--- src/rtl/cfu_pkg.sv ---
// Shared constants for the condition flag unit: flag positions and widths.
package cfu_pkg;
    localparam int FLAG_W = 8;
    localparam int IDX_W  = $clog2(FLAG_W);
    localparam int F_C = 0;
    localparam int F_Z = 1;
    localparam int F_N = 2;
    localparam int F_V = 3;
    localparam int F_S = 4;
    localparam int F_H = 5;
    localparam int F_T = 6;
    localparam int F_I = 7;
    typedef logic [FLAG_W-1:0] flags_t;
    typedef logic [IDX_W-1:0]  fidx_t;
endpackage

--- src/rtl/cfu_flag_store.sv ---
// Flag register with per-bit next-state selection.
// Assumes: at most one command per cycle; source priority per bit (low to
// high) is hold, ALU write, T store / interrupt return, set/clear command.
module cfu_flag_store
    import cfu_pkg::*;
(
    input  logic   clk,
    input  logic   rst_n,
    input  logic   alu_we,
    input  flags_t alu_mask,
    input  flags_t alu_flags,
    input  logic   cmd_en,
    input  logic   cmd_set,
    input  fidx_t  cmd_idx,
    input  logic   t_wr_en,
    input  logic   t_wr_val,
    input  logic   i_set_en,
    output flags_t flags_q
);
    flags_t flags_d;

    for (genvar g = 0; g < FLAG_W; g++) begin : g_bit
        // Next value of flag g by priority.
        always_comb begin
            flags_d[g] = flags_q[g];
            if (alu_we && alu_mask[g]) flags_d[g] = alu_flags[g];
            if (g == F_T) begin
                if (t_wr_en) flags_d[g] = t_wr_val;
            end
            if (g == F_I) begin
                if (i_set_en) flags_d[g] = 1'b1;
            end
            if (cmd_en && (cmd_idx == fidx_t'(g))) flags_d[g] = cmd_set;
        end
    end

    // Register the flags; reset clears them.
    always_ff @(posedge clk) begin
        if (!rst_n) flags_q <= '0;
        else        flags_q <= flags_d;
    end

    assert_cmd_value_R3: assert property (@(posedge clk) disable iff (!rst_n)
        cmd_en |=> flags_q[$past(cmd_idx)] == $past(cmd_set));

    assert_cmd_others_R3: assert property (@(posedge clk) disable iff (!rst_n)
        (cmd_en && !alu_we && !t_wr_en && !i_set_en) |=>
        ((flags_q ^ $past(flags_q)) & ~(flags_t'(1) << $past(cmd_idx))) == '0);

    assert_alu_write_R2: assert property (@(posedge clk) disable iff (!rst_n)
        (alu_we && !cmd_en && !t_wr_en && !i_set_en) |=>
        (((flags_q ^ $past(alu_flags)) & $past(alu_mask)) == '0) &&
        (((flags_q ^ $past(flags_q)) & ~$past(alu_mask)) == '0));

    assert_iret_R7: assert property (@(posedge clk) disable iff (!rst_n)
        (i_set_en && !(cmd_en && cmd_idx == fidx_t'(F_I))) |=> flags_q[F_I]);

    assert_cmd_wins_R4: assert property (@(posedge clk) disable iff (!rst_n)
        (cmd_en && alu_we && alu_mask[cmd_idx]) |=>
        flags_q[$past(cmd_idx)] == $past(cmd_set));
endmodule

--- src/rtl/cfu_bit_xfer.sv ---
// Bit transfer between a register byte and T: selects one bit for a T
// store and merges T into one bit position. Purely combinational.
module cfu_bit_xfer
    import cfu_pkg::*;
(
    input  flags_t src,
    input  fidx_t  sel,
    input  logic   t_bit,
    output logic   picked,
    output flags_t merged
);
    // Pick the selected source bit.
    always_comb picked = src[sel];

    for (genvar g = 0; g < FLAG_W; g++) begin : g_merge
        // Replace the selected position with T.
        always_comb merged[g] = (sel == fidx_t'(g)) ? t_bit : src[g];
    end
endmodule

--- src/rtl/cfu_branch_eval.sv ---
// Branch resolver: tests one flag against a polarity and forms the next PC.
// Assumes PC_W > OFF_W; arithmetic wraps modulo 2^PC_W.
module cfu_branch_eval
    import cfu_pkg::*;
#(
    parameter int PC_W  = 16,
    parameter int OFF_W = 7
) (
    input  logic             en,
    input  flags_t           flags,
    input  fidx_t            idx,
    input  logic             on_set,
    input  logic [OFF_W-1:0] off,
    input  logic [PC_W-1:0]  pc,
    output logic             taken,
    output logic [PC_W-1:0]  pc_next,
    output logic [1:0]       cycles
);
    localparam int EXT_W = PC_W - OFF_W;
    logic [PC_W-1:0] off_ext;
    logic [PC_W-1:0] seq_pc;

    // Condition test and sign extension of the offset.
    always_comb begin
        taken   = en && (flags[idx] == on_set);
        off_ext = {{EXT_W{off[OFF_W-1]}}, off};
        seq_pc  = pc + PC_W'(1);
    end

    // Target selection and cycle count.
    always_comb begin
        pc_next = taken ? (seq_pc + off_ext) : seq_pc;
        cycles  = taken ? 2'd2 : 2'd1;
    end
endmodule

--- src/rtl/cond_flag_unit.sv ---
// Top: condition flag register, T transfer and branch resolver.
// Assumes the decoder asserts at most one flag command per cycle; branch
// decisions use the registered flags of the current cycle.
module cond_flag_unit
    import cfu_pkg::*;
#(
    parameter int PC_W  = 16,
    parameter int OFF_W = 7
) (
    input  logic             clk,
    input  logic             rst_n,
    input  logic             alu_we,
    input  logic [7:0]       alu_mask,
    input  logic [7:0]       alu_flags,
    input  logic             cmd_en,
    input  logic             cmd_set,
    input  logic [2:0]       cmd_idx,
    input  logic             tstore_en,
    input  logic [7:0]       xfer_src,
    input  logic [2:0]       xfer_sel,
    output logic [7:0]       xfer_merged,
    input  logic             iret_en,
    input  logic             br_en,
    input  logic [2:0]       br_idx,
    input  logic             br_on_set,
    input  logic [OFF_W-1:0] br_off,
    input  logic [PC_W-1:0]  pc_cur,
    output logic [PC_W-1:0]  pc_next,
    output logic             br_taken,
    output logic [1:0]       br_cycles,
    output logic [7:0]       flags,
    output logic             irq_enable
);
    flags_t flags_q;
    logic   t_pick;

    cfu_bit_xfer u_xfer (
        .src    (xfer_src),
        .sel    (xfer_sel),
        .t_bit  (flags_q[F_T]),
        .picked (t_pick),
        .merged (xfer_merged)
    );

    cfu_flag_store u_store (
        .clk       (clk),
        .rst_n     (rst_n),
        .alu_we    (alu_we),
        .alu_mask  (alu_mask),
        .alu_flags (alu_flags),
        .cmd_en    (cmd_en),
        .cmd_set   (cmd_set),
        .cmd_idx   (cmd_idx),
        .t_wr_en   (tstore_en),
        .t_wr_val  (t_pick),
        .i_set_en  (iret_en),
        .flags_q   (flags_q)
    );

    cfu_branch_eval #(.PC_W(PC_W), .OFF_W(OFF_W)) u_branch (
        .en      (br_en),
        .flags   (flags_q),
        .idx     (br_idx),
        .on_set  (br_on_set),
        .off     (br_off),
        .pc      (pc_cur),
        .taken   (br_taken),
        .pc_next (pc_next),
        .cycles  (br_cycles)
    );

    // Drive the flag outputs.
    always_comb begin
        flags      = flags_q;
        irq_enable = flags_q[F_I];
    end

    assert_tstore_R5: assert property (@(posedge clk) disable iff (!rst_n)
        (tstore_en && !(cmd_en && cmd_idx == 3'(F_T))) |=>
        flags[F_T] == $past(xfer_src[xfer_sel]));

    assert_merge_R6: assert property (@(posedge clk) disable iff (!rst_n)
        xfer_merged[xfer_sel] == flags[F_T]);

    assert_idle_branch_R8: assert property (@(posedge clk) disable iff (!rst_n)
        !br_en |-> (!br_taken && pc_next == pc_cur + PC_W'(1)));

    assert_cycles_R10: assert property (@(posedge clk) disable iff (!rst_n)
        br_taken |-> br_cycles == 2'd2);
endmodule

--- config.mk ---
export PLATFORM = sky130hd
export DESIGN_NAME = cond_flag_unit
export DESIGN_NICKNAME = d
export VERILOG_FILES = /design/src/rtl/cfu_pkg.sv /design/src/rtl/cfu_flag_store.sv /design/src/rtl/cfu_bit_xfer.sv /design/src/rtl/cfu_branch_eval.sv /design/src/rtl/cond_flag_unit.sv
export SDC_FILE = /design/constraint.sdc
export NUM_CORES = 1
export LEC_CHECK = 0
export BUFFER_PORTS_ARGS = -buffer_cell sky130_fd_sc_hd__buf_2
export CAP_MARGIN = 15
export CORE_MARGIN = 8
export CORE_UTILIZATION = 45
export DETAILED_ROUTE_END_ITERATION = 8
export PLACE_DENSITY = 0.8
export SYNTH_ARGS = -nofsm -noshare
export SYNTH_HDL_FRONTEND = slang
export SYNTH_HIERARCHICAL = 1
export SYNTH_SLANG_ARGS = --single-unit
--- constraint.sdc ---
create_clock -name clk -period 8.95 [get_ports clk]
set_clock_uncertainty 0.05 [all_clocks]
set_input_delay 1.79 -clock clk [delete_from_list [all_inputs] [get_ports clk]]
set_output_delay 1.79 -clock clk [all_outputs]
set_load 0.05 [all_outputs]
==> metrics.cfg <==
[critical_path]
cp-start-kind = input port
r2r_slack_ns = 7.78
rr_worst_depth = 3
arrival_ns = 4.54
required_ns = 7.11
worst-setup-path-type = input port to output port
reg2reg_to = u_store/flags_q[6]
r2r_start = u_store/flags_q[6]
cp_max_fo = 7
end_kind = output port

[floorplan]
initial_core_util_pct = 45.9
die_y_um = 81.9
die_x_um = 81.9
die-area_um2 = 6710
core_um2 = 4260
ios = 101
fp-row-count = 24

[global_route]
antenna_found_initial = 0
grt_pass1_wl_um = 9280
grt_max_degree = 32
grt_remaining_overflow = 0
grt_pass1_vias = 2262
grt_usage_pct = 16.7

[placed_design]
io_buffer_count = 100
hpwlAfterDp_um = 4810
place.gp.congestion = 0.814
place_area_um2 = 2440

[clock_network]
cts-htree-levels = 1
post-cts-setup-buffers = 0
cts-root-buf = clkbuf_8
cts_tree = yes
clkTransAtPathRegs_ns = 0.04
cts_made_buffers = 3
cts_hold_buf = 0
post_cts_resized = 0
clock_latency_ns = 0.23
cts_sinks = 8
clockBufferDepth = 2

[timing]
max_freq_mhz = 157
setup_violations = 0
period_needed_ns = 6.38
hold_viol = 0
rsz0062_at_grt = no
worst_pin_slew_ns = 0.528
relSlewSlack_pct = 64.4
tns_ns = 0
maxSlewViolCount = 0
finalCritPeriodShare_pct = 71.3

[yosys]
yosysSeqAreaShare_pct = 8.18
yosys.area.top_type = ha_1
yosys-top-cells-area = ha_1 13%, a21oi_1 9.2%, dfxtp_1 8.2%
syn_area_per_cell_um2 = 7.61
syn_area_um2 = 1960
synth_warnings = 6
syn_inst = 257
ys_seq_elements = 8
syn_nets = 343
yosysTopAreaCellShare_pct = 12.8
synth-edff-count = 0
yosysUniqueCellTypes = 49
ys_async_sr_fraction_pct = 0
synth_flop_cell = dfxtp_1

[pwr]
leakagePower_nw = 1.23
ir_drop_v = 0.0000849
p_per_area_nw_per_um2 = 118

[drt]
antenna_left = 0
drt-initial-drc-count = 83
viasPerCell = 5.47
wl_per_cell_um = 14.1
drc = 0
postRouteWirelength_um = 5670
vias = 2204
first_pass_iters = 4

[finish]
drive_gt1_share_pct = 34.2
largest_register = u_store/flags_q
area.growth.synth_to_final_pct = 26.7
largest_reg_flops = 8
final_area_um2 = 2480
antenna_cells = 0
reg_top3 = u_store/flags_q (8)
utilization_pct = 58.2
nFillCells = 418
nets = 439

[hold_path]
min_to = u_store/flags_q[1]
hold_class = flip-flop to flip-flop
min_from = u_store/flags_q[1]
hold_path_depth = 2

[run]
drv_cap = 0

[outcome]
status = complete, no violations

## through the flow
step	instances	hold slack, ns	power, mW	setup WS, ns
finish	403	0.537	0.293	2.57
global route	403	0.564	0.314	2.26
CTS	403	0.530	0.294	2.57
detailed placement	400	0.510	0.250	2.58
global placement	400	0.515	0.248	2.65
floorplan	257	0.726	0.203	2.55
## logic make-up (layout without fill, tap and decap cells)
logic type / Yosys count / count (layout) / synth area share, %
and+or+nand+nor: 93 / 93 / 24.3
AOI/OAI and AO/OA: 71 / 71 / 20.8
muxes: 22 / 22 / 14.9
buffers and inverters: 13 / 107 / 5.05
adders and majority gates: 21 / 21 / 13.8
xor gates and xnor gates: 29 / 29 / 13.0
DFF: 8 / 8 / 8.18
## placed cells by master (no fill, tap or decap), types with 3 or more instances in the layout
master and instances:
and3_1 3, nor2_1 25, dfxtp_1 8, clkbuf_8 3, mux2_4 3, nand4bb_1 3
xor2_1 14, ha_1 20, a21o_1 4, mux2_2 9, a21oi_1 36, nand4_1 4
nor3_1 4, xnor2_1 15, nand4b_1 3, nand2_1 28, buf_2 100, o21ai_0 16
inv_1 3, mux2i_1 7, nand2b_1 3, nand3_1 9
## worst max-delay path by stage
| stage | start | end | slack, ns | depth (start not counted) |
|---|---|---|---|---|
| 2_1_floorplan | pc_cur[0] | pc_next[13] | 2.55 | 13 |
| 6_report | pc_cur[0] | pc_next[13] | 2.57 | 15 |
| 3_5_place_dp | pc_cur[0] | pc_next[13] | 2.58 | 15 |
| 5_1_grt | pc_cur[0] | pc_next[13] | 2.26 | 15 |
| 4_1_cts | pc_cur[0] | pc_next[13] | 2.57 | 15 |
| 3_3_place_gp | pc_cur[0] | pc_next[13] | 2.65 | 15 |
## per-layer routing
layer	vias up	routed length (um)	track usage, %
li1	1136	-	-
met1	981	2370	18.4
met2	79	2810	30.8
met3	8	428	3.72
met4	0	68	4.91
met5	-	0	0
## worst max-delay path, cell delays in order
cell	delay [ns]
buf_2	0.11
ha_1	0.21
nand2_1	0.07
nor2_1	0.16
and2_1	0.21
and3_1	0.18
xor2_1	0.19
ha_1	0.33
a21oi_1	0.21
o21ai_0	0.16
o21ai_0	0.19
o31ai_1	0.09
a211o_1	0.23
a21oi_1	0.13
buf_2	0.27
## Yosys cell counts (2+ instances only)
cell	instances
buf_2	3
nor2_1	25
mux2_4	3
a311oi_1	2
inv_1	3
nand4bb_1	3
buf_6	3
mux2_2	9
and3_1	3
nor3_1	4
nand4b_1	3
a21oi_1	36
buf_4	2
mux4_1	2
xnor2_1	15
xor2_1	14
nand2_1	28
ha_1	20
nand3b_1	2
mux2i_1	7
o211ai_1	2
nand4_1	4
nand2b_1	3
o21ai_0	16
dfxtp_1	8
nand3_1	9
a21o_1	4
o2111ai_1	2
a21boi_0	2
## cell type report
cell class                 instances  area [um^2]  share of cell area, %
tap                               52         65.1                   2.62
sequential                         8          160                   6.46
multi-input combinational        236         1700                   68.5
inverter                           4         15.0                  0.605
timing repair buffer             100          500                   20.2
clock buffer                       3         41.3                   1.66
## power by group
| part | switching (mW) | leakage (nW) | internal [mW] | total (mW) |
|---|---|---|---|---|
| Sequential | 0.00288 | 0.0660 | 0.0385 | 0.0414 |
| Combinational | 0.139 | 1.14 | 0.0699 | 0.209 |
| Clock | 0.0140 | 0.0216 | 0.0291 | 0.0431 |
Power figures use the tool's default switching activity.
